[config.mk]
export PLATFORM = sky130hd
export DESIGN_NAME = soft_value_scaler
export DESIGN_NICKNAME = d
export VERILOG_FILES = /design/src/rtl/ssq_pkg.sv /design/src/rtl/ssq_exp_clamp.sv /design/src/rtl/ssq_prescale.sv /design/src/rtl/ssq_round_sat.sv /design/src/rtl/soft_value_scaler.sv
export SDC_FILE = /design/constraint.sdc
export NUM_CORES = 1
export LEC_CHECK = 0
export BUFFER_PORTS_ARGS = -buffer_cell sky130_fd_sc_hd__buf_2
export CAP_MARGIN = 20
export CORE_AREA = 2 2 71 73
export CTS_BUF_LIST = sky130_fd_sc_hd__clkbuf_4 sky130_fd_sc_hd__clkbuf_8
export CTS_CLUSTER_SIZE = 12
export DETAILED_ROUTE_END_ITERATION = 8
export DIE_AREA = 0 0 73 75
export GPL_TIMING_DRIVEN = 0
export PLACE_DENSITY_LB_ADDON = 0.15
export RECOVER_POWER = 50
export SLEW_MARGIN = 15
export SYNTH_ARGS = -nofsm -noshare
export SYNTH_HDL_FRONTEND = slang
export SYNTH_SLANG_ARGS = --single-unit
[constraint.sdc]
create_clock -name clk -period 4.59 [get_ports clk]
set_input_delay 1.1475 -clock clk [delete_from_list [all_inputs] [get_ports clk]]
set_output_delay 1.1475 -clock clk [all_outputs]
set_load 0.01 [all_outputs]
[src/rtl/ssq_pkg.sv]
`timescale 1ns/1ps
package ssq_pkg;
  typedef enum logic {
    SSQ_CHANNEL   = 1'b0,
    SSQ_EXTRINSIC = 1'b1
  } ssq_mode_e;
endpackage

[src/rtl/ssq_exp_clamp.sv]
`timescale 1ns/1ps
// Limits the signed exponent to the supported window.
module ssq_exp_clamp #(
  parameter int EXP_W  = 3,
  parameter int EXP_LO = -2,
  parameter int EXP_HI = 2
) (
  input  logic signed [EXP_W-1:0] exp_raw,
  output logic signed [EXP_W-1:0] exp_sat
);
  localparam logic signed [EXP_W-1:0] LO_V = EXP_W'(EXP_LO);
  localparam logic signed [EXP_W-1:0] HI_V = EXP_W'(EXP_HI);

  always_comb begin
    if (exp_raw < LO_V)      exp_sat = LO_V;
    else if (exp_raw > HI_V) exp_sat = HI_V;
    else                     exp_sat = exp_raw;
  end
endmodule

[src/rtl/ssq_prescale.sv]
`timescale 1ns/1ps
// Forms the widened numerator and the pending right-shift amount.
module ssq_prescale
  import ssq_pkg::*;
#(
  parameter int IN_W    = 8,
  parameter int EXP_W   = 3,
  parameter int WIDE_W  = 13,
  parameter int RSH_W   = 2,
  parameter int EXTR_SH = 2
) (
  input  ssq_mode_e                mode,
  input  logic signed [IN_W-1:0]   sample,
  input  logic signed [EXP_W-1:0]  exp_sat,
  output logic signed [WIDE_W-1:0] num,
  output logic [RSH_W-1:0]         rsh
);
  logic signed [WIDE_W-1:0] wide;
  assign wide = WIDE_W'(sample);

  always_comb begin
    num = wide;
    rsh = '0;
    if (mode == SSQ_EXTRINSIC) begin
      // three quarters: 3*v, then divide by four in the rounder
      num = (wide <<< 1) + wide;
      rsh = RSH_W'(EXTR_SH);
    end else if (exp_sat[EXP_W-1] == 1'b0) begin
      num = wide <<< $unsigned(exp_sat);
    end else begin
      rsh = RSH_W'($unsigned(-exp_sat));
    end
  end
endmodule

[src/rtl/ssq_round_sat.sv]
`timescale 1ns/1ps
// Sign-magnitude rounding (ties away from zero) and symmetric clamp.
module ssq_round_sat #(
  parameter int WIDE_W  = 13,
  parameter int OUT_W   = 6,
  parameter int MAX_RSH = 2,
  parameter int RSH_W   = 2
) (
  input  logic signed [WIDE_W-1:0] num,
  input  logic [RSH_W-1:0]         rsh,
  output logic signed [OUT_W-1:0]  res
);
  localparam logic [WIDE_W-1:0] LIM_W   = WIDE_W'(2**(OUT_W-1) - 1);
  localparam logic [OUT_W-1:0]  LIM_N   = OUT_W'(2**(OUT_W-1) - 1);
  localparam logic [RSH_W-1:0]  RSH_TOP = RSH_W'(MAX_RSH);

  logic              neg;
  logic [WIDE_W-1:0] mag;
  logic [WIDE_W-1:0] cand [MAX_RSH+1];
  logic [WIDE_W-1:0] sel;
  logic [OUT_W-1:0]  clipped;

  assign neg = num[WIDE_W-1];
  assign mag = neg ? -num : num;

  for (genvar k = 0; k <= MAX_RSH; k++) begin : g_rnd
    if (k == 0) begin : g_pass
      assign cand[k] = mag;
    end else begin : g_shift
      localparam logic [WIDE_W-1:0] HALF = WIDE_W'(1) << (k - 1);
      assign cand[k] = (mag + HALF) >> k;
    end
  end

  always_comb begin
    sel     = (rsh > RSH_TOP) ? cand[MAX_RSH] : cand[rsh];
    clipped = (sel > LIM_W) ? LIM_N : sel[OUT_W-1:0];
    res     = neg ? -clipped : clipped;
  end
endmodule

[src/rtl/soft_value_scaler.sv]
`timescale 1ns/1ps
module soft_value_scaler
  import ssq_pkg::*;
#(
  parameter int IN_W   = 8,
  parameter int OUT_W  = 6,
  parameter int EXP_W  = 3,
  parameter int EXP_LO = -2,
  parameter int EXP_HI = 2
) (
  input  logic                    clk,
  input  logic                    rst,
  input  logic                    in_valid,
  output logic                    in_ready,
  input  logic                    in_mode,
  input  logic signed [EXP_W-1:0] in_exp,
  input  logic signed [IN_W-1:0]  in_sample,
  output logic                    out_valid,
  input  logic                    out_ready,
  output logic signed [OUT_W-1:0] out_value,
  output logic                    out_bit
);
  localparam int EXTR_SH = 2;
  localparam int WIDE_W  = IN_W + EXP_HI + 3;
  localparam int MAX_RSH = (-EXP_LO > EXTR_SH) ? -EXP_LO : EXTR_SH;
  localparam int RSH_W   = $clog2(MAX_RSH + 1);

  ssq_mode_e                mode;
  logic signed [EXP_W-1:0]  exp_sat;
  logic signed [WIDE_W-1:0] num;
  logic [RSH_W-1:0]         rsh;
  logic signed [OUT_W-1:0]  res;
  logic                     accept;

  assign mode     = ssq_mode_e'(in_mode);
  assign in_ready = !out_valid || out_ready;
  assign accept   = in_valid && in_ready;

  ssq_exp_clamp #(.EXP_W(EXP_W), .EXP_LO(EXP_LO), .EXP_HI(EXP_HI)) u_clamp (
    .exp_raw (in_exp),
    .exp_sat (exp_sat)
  );

  ssq_prescale #(
    .IN_W(IN_W), .EXP_W(EXP_W), .WIDE_W(WIDE_W), .RSH_W(RSH_W), .EXTR_SH(EXTR_SH)
  ) u_pre (
    .mode    (mode),
    .sample  (in_sample),
    .exp_sat (exp_sat),
    .num     (num),
    .rsh     (rsh)
  );

  ssq_round_sat #(
    .WIDE_W(WIDE_W), .OUT_W(OUT_W), .MAX_RSH(MAX_RSH), .RSH_W(RSH_W)
  ) u_rs (
    .num (num),
    .rsh (rsh),
    .res (res)
  );

  always_ff @(posedge clk) begin
    if (rst) begin
      out_valid <= 1'b0;
      out_value <= '0;
      out_bit   <= 1'b0;
    end else begin
      if (in_ready) out_valid <= in_valid;
      if (accept) begin
        out_value <= res;
        out_bit   <= !res[OUT_W-1] && (|res);
      end
    end
  end
endmodule

### Word level (Yosys, flattened, before mapping)

Cells that the tools add are included.
W data, S select, Z words.

* bits in registers: 8
* bits of input ports: 16
* word-level logic and storage cells: 35

* $add $sub $neg: 6
* order comparisons: 5
* shifts and indexed selects: 1
* muxes and demuxes: 13
* bitwise logic cells: 1
* reduce and logical (&&, ||, !) cells: 6

Operators by type and width (number)
* $mux W13: 6
* $bmux W13 S2: 1
* $add A13 B1 Y13 const B: 1
* $add A13 B2 Y13 const B: 1
* $gt A13 B5 Y1 const B: 1
* $neg A13 Y13: 1
* $sshl A8 B3 Y13: 1
* $mux W6: 2
* $add A9 B8 Y10: 1
* $mux W3: 2
* $neg A6 Y6: 1
* $reduce_or A6 Y1: 1
* $mux W2: 2
* $ge A3 B3 Y1 const B: 1
* $gt A3 B3 Y1 const B: 1
* $lt A3 B2 Y1 const B: 1
* $not A2 Y3: 1
* $gt A2 B2 Y1 const B: 1
* $logic_and A1 B1 Y1: 2
* $logic_not A1 Y1: 2
* $neg A2 Y2: 1
* $logic_or A1 B1 Y1: 1

### Depth between registers and ports, before layout

Gate-level depths: netlist of the first run.

* word-level depth: 19
* mapped depth: 17

### Cells and area by module

A second synthesis of the first run with hierarchy kept.

* cell total of the unflattened synthesis: 321
* area total of the unflattened synthesis: 2324.7 sq um

By module, submodules not included
* ssq_round_sat: instances 1, cells each 182, area each 1280.0 sq um
* ssq_prescale: instances 1, cells each 97, area each 705.7 sq um
* soft_value_scaler: instances 1, cells each 38, area each 311.5 sq um
* ssq_exp_clamp: instances 1, cells each 4, area each 27.5 sq um

### Worst setup path after synthesis of the first run

OpenSTA, ideal clock, no wires.

* path kind: input -> register
* from: input port in_exp[2]
* to: register out_value[4]
* arrival: 4.349 ns
* data required time: 4.473 ns
* setup slack: 0.123 ns
* stages on the path: 16
* path buffers: 2
* cells stage by stage: buf_6 > or2_0 > buf_2 > o21ai_4 > ha_1 > nor2b_1 > a221o_1 > o211ai_1 > ha_1 > nand2_1 > or4_1 > o211ai_1 > mux2i_1 > a21o_1 > a21o_1 > a32o_1

* longest elaborated chain between the ends: 17

Ends and longest elaborated chain
* start: declaration: line soft_value_scaler.sv:16 `input logic signed [EXP_W-1:0] in_exp,`
* $gt A3 B3 Y1: line ssq_exp_clamp.sv:16 `else if (exp_raw > HI_V) exp_sat = HI_V;`
* $mux W3: line ssq_exp_clamp.sv:16
* $mux W3 (*): line ssq_exp_clamp.sv:15 `if (exp_raw < LO_V) exp_sat = LO_V;`
* $sshl A8 B3 Y13: line ssq_prescale.sv:29 `num = wide <<< $unsigned(exp_sat);`
* $mux W13: line ssq_prescale.sv:28 `end else if (exp_sat[EXP_W-1] == 1'b0) begin`
* $mux W13: line ssq_prescale.sv:24 `if (mode == SSQ_EXTRINSIC) begin`
* $neg A13 Y13: line ssq_round_sat.sv:24 `assign mag = neg ? -num : num;`
* $mux W13: line ssq_round_sat.sv:24
* $add A13 B2 Y13 / $add A13 B1 Y13 (equally long branches): line ssq_round_sat.sv:31 `assign cand[k] = (mag + HALF) >> k;`
* $bmux W13 S2: line ssq_round_sat.sv:36 `sel = (rsh > RSH_TOP) ? cand[MAX_RSH] : cand[rsh];`
* $mux W13 (implied by the code) (2 in a row): line ssq_round_sat.sv:36
* $mux W13: line ssq_round_sat.sv:36
* $gt A13 B5 Y1: line ssq_round_sat.sv:37 `clipped = (sel > LIM_W) ? LIM_N : sel[OUT_W-1:0];`
* $mux W6: line ssq_round_sat.sv:37
* $neg A6 Y6: line ssq_round_sat.sv:38 `res = neg ? -clipped : clipped;`
* $mux W6 (*): line ssq_round_sat.sv:38
* end signal: assignment: line soft_value_scaler.sv:70 `out_value <= res;`
* end: declaration: line soft_value_scaler.sv:20 `output logic signed [OUT_W-1:0] out_value,`

Every way passes the cells marked *; elsewhere a longest branch is shown, timed or not. The select of a mux whose other input is x is not followed.
A chain may end at the register's enable or synchronous reset.

### Worst setup path after layout of the first run

* from: input port in_sample[1]
* to: register out_value[1]

* longest elaborated chain between the ends: 14

Ends and longest elaborated chain
* start: declaration: line soft_value_scaler.sv:17 `input logic signed [IN_W-1:0] in_sample,`
* parallel branches: the longest is 2 deep, another holds $add A9 B8 Y10
* $mux W13 (*): line ssq_prescale.sv:24
* $neg A13 Y13: line ssq_round_sat.sv:24
* $mux W13: line ssq_round_sat.sv:24
* $add A13 B2 Y13 / $add A13 B1 Y13 (equally long branches): line ssq_round_sat.sv:31
* $bmux W13 S2: line ssq_round_sat.sv:36
* $mux W13 (implied by the code) (2 in a row): line ssq_round_sat.sv:36
* $mux W13: line ssq_round_sat.sv:36
* $gt A13 B5 Y1: line ssq_round_sat.sv:37
* $mux W6: line ssq_round_sat.sv:37
* $neg A6 Y6: line ssq_round_sat.sv:38
* $mux W6 (*): line ssq_round_sat.sv:38

Mark *: on every way between the ends. The select of a mux whose other input is x is not followed.

==> results of run 1 <==
## power groups by stage
stage | Sequential [uW] | Combinational, uW | Clock (uW)
final | 78.5 | 359 | 83.3
after floorplan | 82.7 | 254 | 0
after global routing | 79.1 | 402 | 87.9
after detailed placement | 79.5 | 326 | 0
after CTS | 78.3 | 336 | 85.9
after global placement | 79.4 | 324 | 0
## logic make-up after synthesis
kind of cell | share of synthesized area
fa+ha+maj | 0.0707
mux | 0.0415
compound gates | 0.406
buf+inv | 0.0652
xor+xnor | 0.0634
flops | 0.0780
simple gates | 0.276
## worst reg2reg max path: cells and delay by family (launching register included)
family / cells / cell delay, ns
simple gates: 3 / 0.34
buf+inv: 1 / 0.24
flops: 1 / 0.30
compound gates: 1 / 0.21
## cell type report
| cell class | count | share of cell area |
|---|---|---|
| Multi-Input combinational cell | 233 | 0.767 |
| Timing Repair Buffer | 28 | 0.0636 |
| Inverter | 7 | 0.0110 |
| Buffer | 15 | 0.0452 |
| Tap cell | 54 | 0.0284 |
| Clock buffer | 3 | 0.0174 |
| Sequential cell | 8 | 0.0673 |
## cells in the mapped netlist (4+ instances only)
master / n
sky130_fd_sc_hd__nand3_1: 6
sky130_fd_sc_hd__mux2i_1: 4
sky130_fd_sc_hd__nand2_1: 22
sky130_fd_sc_hd__nor2b_1: 5
sky130_fd_sc_hd__buf_6: 5
sky130_fd_sc_hd__dfxtp_1: 8
sky130_fd_sc_hd__a21o_1: 4
sky130_fd_sc_hd__xnor2_1: 5
sky130_fd_sc_hd__o21ai_1: 5
sky130_fd_sc_hd__o211ai_1: 8
sky130_fd_sc_hd__xor2_1: 8
sky130_fd_sc_hd__a21oi_1: 15
sky130_fd_sc_hd__nor2_1: 22
sky130_fd_sc_hd__inv_1: 7
sky130_fd_sc_hd__clkbuf_1: 5
sky130_fd_sc_hd__nor3_1: 4
sky130_fd_sc_hd__o21ai_0: 10
sky130_fd_sc_hd__mux2_2: 4
sky130_fd_sc_hd__ha_1: 10
sky130_fd_sc_hd__nand2b_1: 9
sky130_fd_sc_hd__and2_1: 4
sky130_fd_sc_hd__a31oi_1: 6
sky130_fd_sc_hd__a311oi_1: 4
## how the worst max path moves through the flow
stage,cells past startpoint,start,slack [ns],to
floorplan,16,in_exp[2],0.12,out_value[4]
global placement,16,in_sample[1],-0.43,out_value[4]
global route,16,in_sample[1],-0.04,out_value[1]
detailed placement,16,in_sample[0],-0.43,out_value[4]
finish,15,in_sample[1],0.20,out_value[1]
CTS,16,in_sample[0],0.03,out_value[4]
## registers in the layout, summed over array words and instances (netlist names)
register   flops
out_bit        1
out_valid      1
out_value      6
## metal layers
metal  wire, um  up-vias  share of wire
met4         30        0         0.0057
li1           -     1077              -
met5          0        -              0
met1       2730      999           0.52
met3        102        4          0.019
met2       2380       39           0.45
## repair_timing
item                       CTS  global route
resized for setup            1            15
setup buffers                3             4
pin swaps                    2             4
setup endpoints to repair    4             7
## per-stage QoR
stage,hold WS [ns],TNS (ns)
global route,0.489,-0.0437
detailed placement,0.437,-1.63
finish,0.444,0
floorplan,0.476,0
CTS,0.447,0
global placement,0.436,-1.56
==> impl_metrics.env, run 1 <==
export IMPL_vias_in_the_first_global_route=1920
export IMPL_ctsHoldBuffers=0
export IMPL_power_static_leakage_uw=0.000906
export IMPL_power_frac_comb=0.689
export IMPL_vdd_ir_drop_max_mv=0.113
export IMPL_clock_tree_htree_level_count=1
export IMPL_crit_arrival_ns=4.48
export IMPL_power_switching_share=0.454
export IMPL_placed_area_um2=2220
export IMPL_timing_fmax_ghz=0.228
export IMPL_met1_demand_to_capacity_share_in_global_routing=0.286
export IMPL_antenna_violations_before_repair=0
export IMPL_detail_route_antenna_nets=0
export IMPL_layout_area_seq_um2=160
export IMPL_start_util=0.440
export IMPL_cap_violations=0
export IMPL_via_count=2119
export IMPL_share_of_the_core_filled_with_cells_in_the_final_layout=0.511
export IMPL_tritoncts_clock_tree="built"
export IMPL_die_y_um=75
export IMPL_final_period_utilization=0.955
export IMPL_layout_filler_cells=473
export IMPL_hold_path_end="out_value[1]"
export IMPL_min_path_cells=2
export IMPL_worst_r2r_path_depth=5
export IMPL_timing_final_hold_violations=0
export IMPL_drt_wirelength_per_cell_um=15.0
export IMPL_synth_seq_cells=8
export IMPL_synth_cells=263
export IMPL_worst_slack_at_placement_ns=-0.431
export IMPL_fraction_of_layout_instances_using_a_drive_strength_above_1=0.262
export IMPL_end_kind="flip-flop"
export IMPL_pwr_share_clk=0.160
export IMPL_r2r_start="out_valid"
export IMPL_buffering_stage_count_on_the_worst_path_with_inverters_included=2
export IMPL_r2r_end="out_value[4]"
export IMPL_crit_path_top_delay_cell="sky130_fd_sc_hd__or4_4"
export IMPL_grt_busiest_layer="met2"
export IMPL_multi_input_comb_area_um2=1830
export IMPL_post_synth_cell_area_avg_um2=7.80
export IMPL_slew_worst_pin_ns=0.690
export IMPL_clk_insertion_delay_late_ns=0.23
export IMPL_tritoncts_num_buffers=3
export IMPL_die_area_um2=5480
export IMPL_overall_power_of_the_completed_layout_uw=521
export IMPL_startpoint_type="input pin"
export IMPL_gp_routability_congestion=0.785
export IMPL_slew_headroom=0.539
export IMPL_dr_first_iter_drc_count=123
export IMPL_finalNetCount=323
export IMPL_timing_worst_setup_path_type="input pin to flip-flop"
export IMPL_groute_usage_overall=0.197
export IMPL_synth_largest_type_area_fraction=0.0780
export IMPL_grt_met3_usage=0.00402
export IMPL_total_switching_power_uw=236
export IMPL_synth_flop_cell="sky130_fd_sc_hd__dfxtp_1"
export IMPL_postLayoutCellArea_um2=2380
export IMPL_ff_to_ff_setup_slack_ns=3.39
export IMPL_drv_slew=0
export IMPL_areaGrowthSynthToFinish_pct=16.0
export IMPL_ys_types=81
export IMPL_async_set_or_reset_register_ratio_after_synthesis=0
export IMPL_finalWorstPathRequiredPeriod_ns=4.39
export IMPL_drt_first_pass_iters=4
export IMPL_totalWireLength_mm=5.24
export IMPL_final_setup_worst_slack_ns=0.205
export IMPL_core_area_um2=4660
export IMPL_yosysTopAreaCell="sky130_fd_sc_hd__dfxtp_1"
export IMPL_critPathMaxStageDelay_ns=0.55
export IMPL_pin_count_of_the_biggest_net_entering_global_routing=11
export IMPL_cp_cell_sequence="clkbuf_4 -> ha_2 -> inv_1 -> fa_1 -> nand2b_1 -> a21oi_2 -> xor2_2 -> a21oi_4 -> or4_4 -> nand3_2 -> a41oi_1 -> a2bb2oi_2 -> a2111oi_1 -> a2bb2oi_1 -> o31ai_1"
export IMPL_die_width_um=73
export IMPL_detail_route_drc_violations=0
export IMPL_grt_met2_usage=0.337
export IMPL_placed_cells_incl_taps=338
export IMPL_yosys_top_cells_area="sky130_fd_sc_hd__dfxtp_1 (7.8%), sky130_fd_sc_hd__ha_1 (6.1%), sky130_fd_sc_hd__nand2_1 (4.0%)"
export IMPL_grt_first_pass_wirelength_mm=8.92
export IMPL_holdCritStartpoint="out_value[1]"
export IMPL_sequential_area_share_after_synthesis=0.0780
export IMPL_cp_required_ns=4.69
export IMPL_cts_root_buffer_cell="sky130_fd_sc_hd__clkbuf_8"
export IMPL_cp_top_family="compound AO/OA/AOI/OAI gates"
export IMPL_worst_skew_ns=0.00219
export IMPL_run_status="complete, no violations"
export IMPL_cts_path_max_buffers=2
export IMPL_clk_pin_slew_worst_paths_ns=0.04
export IMPL_pin_count=25
export IMPL_viasPerCell=6.09
export IMPL_critical_path_peak_fanout=8
export IMPL_mostFrequentLayoutCells="sky130_fd_sc_hd__nor2_1 (22), sky130_fd_sc_hd__nand2_1 (22), sky130_fd_sc_hd__buf_2 (15)"
export IMPL_power_density_cell_area_nw_per_um2=219
export IMPL_dpl_hpwl_mm=4.05
export IMPL_seq_power_share=0.151
export IMPL_min_delay_path_class="flip-flop to flip-flop"
export IMPL_numClockSinks=8
export IMPL_number_of_enable_type_register_cells_in_the_synthesized_netlist=0
export IMPL_antenna_cells_inserted=0
export IMPL_port_buffers=21
export IMPL_synthesis_nets=290
export IMPL_internal_power_uw=284
export IMPL_setup_violations_final=0
export IMPL_rows=25
export IMPL_synth_warning_count=0
export IMPL_post_layout_nonfiller_instances=348
export IMPL_globalRoute_totalOverflow=0
export IMPL_synthesis_area_um2=2050
No activity file was read; power rests on OpenSTA's default activity.
==> inputs of run 2 (changes only) <==
Settings changed: REMOVE_ABC_BUFFERS from default to 1.
==> impl_metrics.env, run 2 (same netlist as run 1, synthesis figures left out) <==
export IMPL_rows=25
export IMPL_largest_reg_flops=6
export IMPL_finalWorstPathRequiredPeriod_ns=4.45
export IMPL_run_status="complete, no violations"
export IMPL_holdCritStartpoint="out_value[1]"
export IMPL_power_density_cell_area_nw_per_um2=226
export IMPL_groute_usage_overall=0.189
export IMPL_fraction_of_layout_instances_using_a_drive_strength_above_1=0.248
export IMPL_drt_first_pass_iters=4
export IMPL_overall_power_of_the_completed_layout_uw=522
export IMPL_tritoncts_num_buffers=3
export IMPL_vdd_ir_drop_max_mv=0.0905
export IMPL_layout_filler_cells=486
export IMPL_power_static_leakage_uw=0.000868
export IMPL_grt_first_pass_wirelength_mm=8.50
export IMPL_cp_required_ns=4.72
export IMPL_detail_route_drc_violations=0
export IMPL_setup_worst_path_start="in_sample[1]"
export IMPL_crit_arrival_ns=4.57
export IMPL_cap_violations=0
export IMPL_slew_worst_pin_ns=0.994
export IMPL_path_common_cell="sky130_fd_sc_hd__o21ai_2"
export IMPL_core_area_um2=4660
export IMPL_startpoint_type="input pin"
export IMPL_port_buffers=24
export IMPL_pin_count=25
export IMPL_setup_violations_final=0
export IMPL_areaGrowthSynthToFinish_pct=12.6
export IMPL_layout_area_seq_um2=160
export IMPL_antenna_violations_before_repair=0
export IMPL_tritoncts_clock_tree="built"
export IMPL_vias_in_the_first_global_route=1836
export IMPL_pwr_share_clk=0.156
export IMPL_viasPerCell=6.16
export IMPL_cp_cell_sequence="buf_2 -> ha_2 -> inv_1 -> fa_1 -> nand2b_1 -> a21oi_2 -> xor2_1 -> a21oi_4 -> or4_4 -> nand3_2 -> and4_1 -> o21ai_2 -> a211oi_4 -> buf_4 -> o21ai_2 -> a311oi_1"
export IMPL_critical_path_peak_fanout=9
export IMPL_numClockSinks=8
export IMPL_top_regs="out_value: 6 flops, out_bit: 1 flops, out_valid: 1 flops"
export IMPL_drv_slew=0
export IMPL_totalWireLength_mm=5.18
export IMPL_seq_power_share=0.151
export IMPL_die_width_um=73
export IMPL_worst_skew_ns=0.00167
export IMPL_clk_pin_slew_worst_paths_ns=0.04
export IMPL_antenna_cells_inserted=0
export IMPL_min_delay_path_class="flip-flop to flip-flop"
export IMPL_timing_fmax_ghz=0.225
export IMPL_pin_count_of_the_biggest_net_entering_global_routing=32
export IMPL_dpl_hpwl_mm=3.83
export IMPL_timing_worst_setup_path_type="input pin to flip-flop"
export IMPL_postLayoutCellArea_um2=2310
export IMPL_gp_routability_congestion=0.849
export IMPL_slew_headroom=0.337
export IMPL_placed_area_um2=2130
export IMPL_globalRoute_totalOverflow=0
export IMPL_timing_final_hold_violations=0
export IMPL_cts_root_buffer_cell="sky130_fd_sc_hd__clkbuf_8"
export IMPL_final_period_utilization=0.968
export IMPL_finalNetCount=311
export IMPL_via_count=2069
export IMPL_die_y_um=75
export IMPL_multi_input_comb_area_um2=1850
export IMPL_drt_wirelength_per_cell_um=15.4
export IMPL_end_kind="flip-flop"
export IMPL_clock_tree_htree_level_count=1
export IMPL_mostFrequentLayoutCells="sky130_fd_sc_hd__nor2_1 (22), sky130_fd_sc_hd__nand2_1 (22), sky130_fd_sc_hd__buf_2 (15)"
export IMPL_ctsHoldBuffers=0
export IMPL_largest_register="out_value"
export IMPL_dr_first_iter_drc_count=137
export IMPL_internal_power_uw=285
export IMPL_power_frac_comb=0.693
export IMPL_critPathMaxStageDelay_ns=0.54
export IMPL_die_area_um2=5480
export IMPL_r2r_start="out_valid"
export IMPL_cts_path_max_buffers=2
export IMPL_power_switching_share=0.454
export IMPL_crit_path_top_delay_cell="sky130_fd_sc_hd__or4_4"
export IMPL_start_util=0.440
export IMPL_total_switching_power_uw=237
export IMPL_clk_insertion_delay_late_ns=0.22
export IMPL_detail_route_antenna_nets=0
## run 2: changes by cell type in the layout (fill, tap and decap cells not counted), sizes merged
cell | previous run | this run
clkbuf | 16 | 11
buf | 30 | 23
## run 2: worst max-delay path, delay by kind of cell
kind / cells / cell delay, ns
simple gates: 4 / 1.09
xor+xnor: 1 / 0.30
buf+inv: 3 / 0.43
compound gates: 6 / 0.97
fa+ha+maj: 2 / 0.63
## run 2: layer usage
metal,GRT usage,wire length [um],up-vias
li1,-,-,1053
met1,0.286,2710,980
met2,0.300,2310,34
met3,0.00535,152,2
met4,0.0412,12,0
met5,0,0,-
## run 2: worst paths after layout
| kind | end | slack (ns) | depth (start not counted) |
|---|---|---|---|
| setup reg to reg | out_bit | 3.41 | 4 |
| hold reg to reg | out_value[1] | 0.45 | 2 |
| setup / recovery | out_value[3] | 0.14 | 16 |
| hold / removal | out_value[1] | 0.45 | 2 |
## run 2: layout make-up
class / count / share of cell area
multi-input combinational: 233 / 0.799
sequential: 8 / 0.0693
timing repair buffer: 31 / 0.0731
tap: 54 / 0.0292
inverter: 7 / 0.0114
clock buffer: 3 / 0.0179
## run 2: through the flow
stage          instances  hold slack, ns  setup TNS [ns]  worst slack [ns]   util
2_1_floorplan        248           0.470               0             0.168      -
3_3_place_gp         326           0.434           -3.57            -0.738  0.457
3_5_place_dp         326           0.444           -3.79            -0.771  0.457
4_1_cts              331           0.448               0            0.0296  0.472
5_1_grt              336           0.478         -0.0170          -0.00795  0.496
6_report             336           0.454               0             0.145  0.496
## run 2: what timing repair did
item,in CTS,in global routing
pin swaps,2,1
gates resized for setup,5,16
setup buffers,2,5
endpoints found under the setup margin,7,6
## run 2: power groups by stage
stage / sequential, uW / combinational [uW] / clock [uW]
6_report: 78.7 / 362 / 81.3
5_1_grt: 79.2 / 399 / 87.1
4_1_cts: 78.5 / 325 / 84.2
3_5_place_dp: 79.7 / 317 / 0
3_3_place_gp: 79.4 / 314 / 0
2_1_floorplan: 82.7 / 236 / 0
==> inputs of run 3 (changes only) <==
Settings changed: ABC_AREA from default to 1, CORE_AREA 2 2 71 73 to 2 2 69 71, DIE_AREA 0 0 73 75 to 0 0 71 73.
==> impl_metrics.env, run 3 <==
export IMPL_run_status="complete, no violations"
export IMPL_areaGrowthSynthToFinish_pct=10.5
export IMPL_detail_route_antenna_nets=0
export IMPL_r2r_start="out_valid"
export IMPL_rows=25
export IMPL_clk_insertion_delay_late_ns=0.23
export IMPL_worst_skew_ns=0.00311
export IMPL_via_count=2243
export IMPL_worst_r2r_path_depth=7
export IMPL_synth_warning_count=0
export IMPL_core_area_um2=4540
export IMPL_ctsHoldBuffers=0
export IMPL_hold_path_end="out_value[5]"
export IMPL_antenna_violations_before_repair=0
export IMPL_tritoncts_num_buffers=3
export IMPL_dr_first_iter_drc_count=102
export IMPL_fin_hold_ws_ns=0.463
export IMPL_globalRoute_totalOverflow=0
export IMPL_tns_ns=0
export IMPL_cts_path_max_buffers=2
export IMPL_setup_violations_final=0
export IMPL_rsz_0062_raised_after_global_routing="no"
export IMPL_r2r_end="out_value[0]"
export IMPL_clk_pin_slew_worst_paths_ns=0.04
export IMPL_most_common_cell_after_layout_fill_and_taps_aside="sky130_fd_sc_hd__nand2_1"
export IMPL_synth_seq_cells=8
export IMPL_power_switching_share=0.495
export IMPL_fraction_of_layout_instances_using_a_drive_strength_above_1=0.186
export IMPL_drv_slew=0
export IMPL_number_of_enable_type_register_cells_in_the_synthesized_netlist=0
export IMPL_largest_reg_flops=6
export IMPL_synthesis_area_um2=1950
export IMPL_cap_violations=0
export IMPL_totalWireLength_mm=4.92
export IMPL_antenna_cells_inserted=0
export IMPL_largest_register="out_value"
export IMPL_grt_first_pass_wirelength_mm=8.34
export IMPL_power_frac_comb=0.643
export IMPL_die_width_um=71
export IMPL_cp_required_ns=4.70
export IMPL_synth_flop_cell="sky130_fd_sc_hd__dfxtp_1"
export IMPL_timing_worst_setup_path_type="input pin to flip-flop"
export IMPL_sequential_area_share_after_synthesis=0.0822
export IMPL_crit_arrival_ns=4.32
export IMPL_power_density_cell_area_nw_per_um2=208
export IMPL_viasPerCell=5.16
export IMPL_synth_largest_type_area_fraction=0.187
export IMPL_final_period_utilization=0.916
export IMPL_yosys_top_cells_area="sky130_fd_sc_hd__nand2_1 (19%), sky130_fd_sc_hd__nand3_1 (11%), sky130_fd_sc_hd__inv_1 (9.4%)"
export IMPL_seq_power_share=0.176
export IMPL_timing_final_hold_violations=0
export IMPL_vdd_ir_drop_max_mv=0.115
export IMPL_ys_types=38
export IMPL_pin_count=25
export IMPL_holdCritStartpoint="out_value[5]"
export IMPL_finalNetCount=410
export IMPL_pin_count_of_the_biggest_net_entering_global_routing=25
export IMPL_numClockSinks=8
export IMPL_drt_first_pass_iters=4
export IMPL_dpl_hpwl_mm=4.06
export IMPL_slew_headroom=0.410
export IMPL_timing_fmax_ghz=0.238
export IMPL_multi_input_comb_area_um2=1530
export IMPL_yosysTopAreaCell="sky130_fd_sc_hd__nand2_1"
export IMPL_vias_in_the_first_global_route=1986
export IMPL_groute_usage_overall=0.194
export IMPL_tritoncts_clock_tree="built"
export IMPL_detail_route_drc_violations=0
export IMPL_synth_most_common_cell="sky130_fd_sc_hd__nand2_1"
export IMPL_cts_root_buffer_cell="sky130_fd_sc_hd__clkbuf_8"
export IMPL_layout_filler_cells=526
export IMPL_yosys_top_cells_count="sky130_fd_sc_hd__nand2_1 (97), sky130_fd_sc_hd__inv_1 (49), sky130_fd_sc_hd__nand3_1 (41), sky130_fd_sc_hd__nor2_1 (31), sky130_fd_sc_hd__a21oi_1 (16)"
export IMPL_mostFrequentLayoutCells="sky130_fd_sc_hd__nand2_1 (97), sky130_fd_sc_hd__inv_1 (49), sky130_fd_sc_hd__nand3_1 (41)"
export IMPL_min_path_cells=2
export IMPL_total_switching_power_uw=222
export IMPL_critical_path_peak_fanout=4
export IMPL_finalWorstPathRequiredPeriod_ns=4.20
export IMPL_post_synth_cell_area_avg_um2=5.44
export IMPL_postLayoutCellArea_um2=2150
export IMPL_port_buffers=24
export IMPL_pwr_share_clk=0.181
export IMPL_die_y_um=73
export IMPL_gp_routability_congestion=0.876
export IMPL_startpoint_type="input pin"
export IMPL_clock_tree_htree_level_count=1
export IMPL_internal_power_uw=227
export IMPL_synth_cells=358
export IMPL_end_kind="flip-flop"
export IMPL_slew_worst_pin_ns=0.881
export IMPL_power_static_leakage_uw=0.00114
export IMPL_top_regs="out_value: 6 flops, out_bit: 1 flops, out_valid: 1 flops"
export IMPL_placed_area_um2=2120
export IMPL_async_set_or_reset_register_ratio_after_synthesis=0
export IMPL_die_area_um2=5180
export IMPL_drt_wirelength_per_cell_um=11.3
export IMPL_start_util=0.430
export IMPL_ff_to_ff_setup_slack_ns=3.34
export IMPL_min_delay_path_class="flip-flop to flip-flop"
export IMPL_layout_area_seq_um2=160
run 3: cell types whose count changed after synthesis, sizes merged, moves of 8 or more:
cell	delta
nand2b	-9
inv	+55
nand3	+37
o211ai	-8
nand4	+16
nand2	+90
nor2	+20
run 3: power by group through the flow:
stage	combinational, uW	sequential, uW	clock [uW]
4_1_cts	290	78.7	83.4
3_3_place_gp	286	79.7	0
5_1_grt	329	79.7	90.0
6_report	288	78.9	81.1
3_5_place_dp	289	79.8	0
2_1_floorplan	219	83.1	0
run 3: per-stage QoR:
stage	setup WS [ns]	std cells	power, uW	utilization
finish	0.385	435	448	0.475
global route	0.00610	435	499	0.475
CTS	0.362	435	452	0.476
detailed placement	0.149	432	369	0.466
global placement	0.140	432	366	0.466
floorplan	0.708	354	302	-
run 3: kinds of logic (layout without fill, tap and decap cells):
logic type               after synthesis  count (layout)  share of synthesized area
AND/OR/NAND/NOR                      220             220                      0.553
buffers and inverters                 68              91                      0.134
AO/OA/AOI/OAI                         48              48                      0.143
adder cells (fa/ha/maj)               11              11                     0.0745
flip-flops                             8               8                     0.0822
XOR/XNOR                               3               3                     0.0135
run 3: cell type report:
cell class                      instances  share of cell area
Clock buffer                            3              0.0192
Sequential cell                         8              0.0744
Inverter                               64               0.112
Timing Repair Buffer                   24              0.0517
Multi-Input combinational cell        282               0.711
Tap cell                               54              0.0314
run 3: layer usage:
metal | wire [um] | track usage
met1 | 2350 | 0.247
met2 | 2400 | 0.347
met3 | 128 | 0.0276
met4 | 48 | 0.0398
met5 | 0 | 0
run 3: critical path: stages:
cell,delay [ns]
sky130_fd_sc_hd__buf_2,0.12
sky130_fd_sc_hd__ha_1,0.22
sky130_fd_sc_hd__inv_1,0.07
sky130_fd_sc_hd__fa_1,0.48
sky130_fd_sc_hd__o22ai_1,0.10
sky130_fd_sc_hd__nor2_2,0.16
sky130_fd_sc_hd__nand2_2,0.11
sky130_fd_sc_hd__nand3_1,0.07
sky130_fd_sc_hd__nand2_1,0.09
sky130_fd_sc_hd__inv_1,0.13
sky130_fd_sc_hd__ha_1,0.20
sky130_fd_sc_hd__inv_1,0.08
sky130_fd_sc_hd__nor2_2,0.14
sky130_fd_sc_hd__nand2_2,0.09
sky130_fd_sc_hd__nor2_4,0.10
sky130_fd_sc_hd__nand3_1,0.07
sky130_fd_sc_hd__nand3_1,0.06
sky130_fd_sc_hd__nand2_1,0.08
sky130_fd_sc_hd__inv_2,0.07
sky130_fd_sc_hd__nand4_2,0.15
sky130_fd_sc_hd__nor2_2,0.16
sky130_fd_sc_hd__nand2_1,0.09
sky130_fd_sc_hd__nor2_1,0.11
sky130_fd_sc_hd__nor2_1,0.05
sky130_fd_sc_hd__a21oi_1,0.11
sky130_fd_sc_hd__nor2_1,0.05
run 3: repair_timing:
| item | 4_1_cts | 5_1_grt |
|---|---|---|
| setup endpoints to repair | 0 | 5 |
| setup buffers | 0 | 0 |
| gates resized for setup | 0 | 2 |
run 3: worst max-delay path by stage:
stage / from / to / slack (ns)
3_5_place_dp: in_exp[2] / out_bit / 0.15
5_1_grt: in_sample[1] / out_bit / 0.006
6_report: in_sample[1] / out_bit / 0.39
4_1_cts: in_exp[2] / out_bit / 0.36
2_1_floorplan: in_sample[0] / out_bit / 0.71
3_3_place_gp: in_exp[2] / out_bit / 0.14
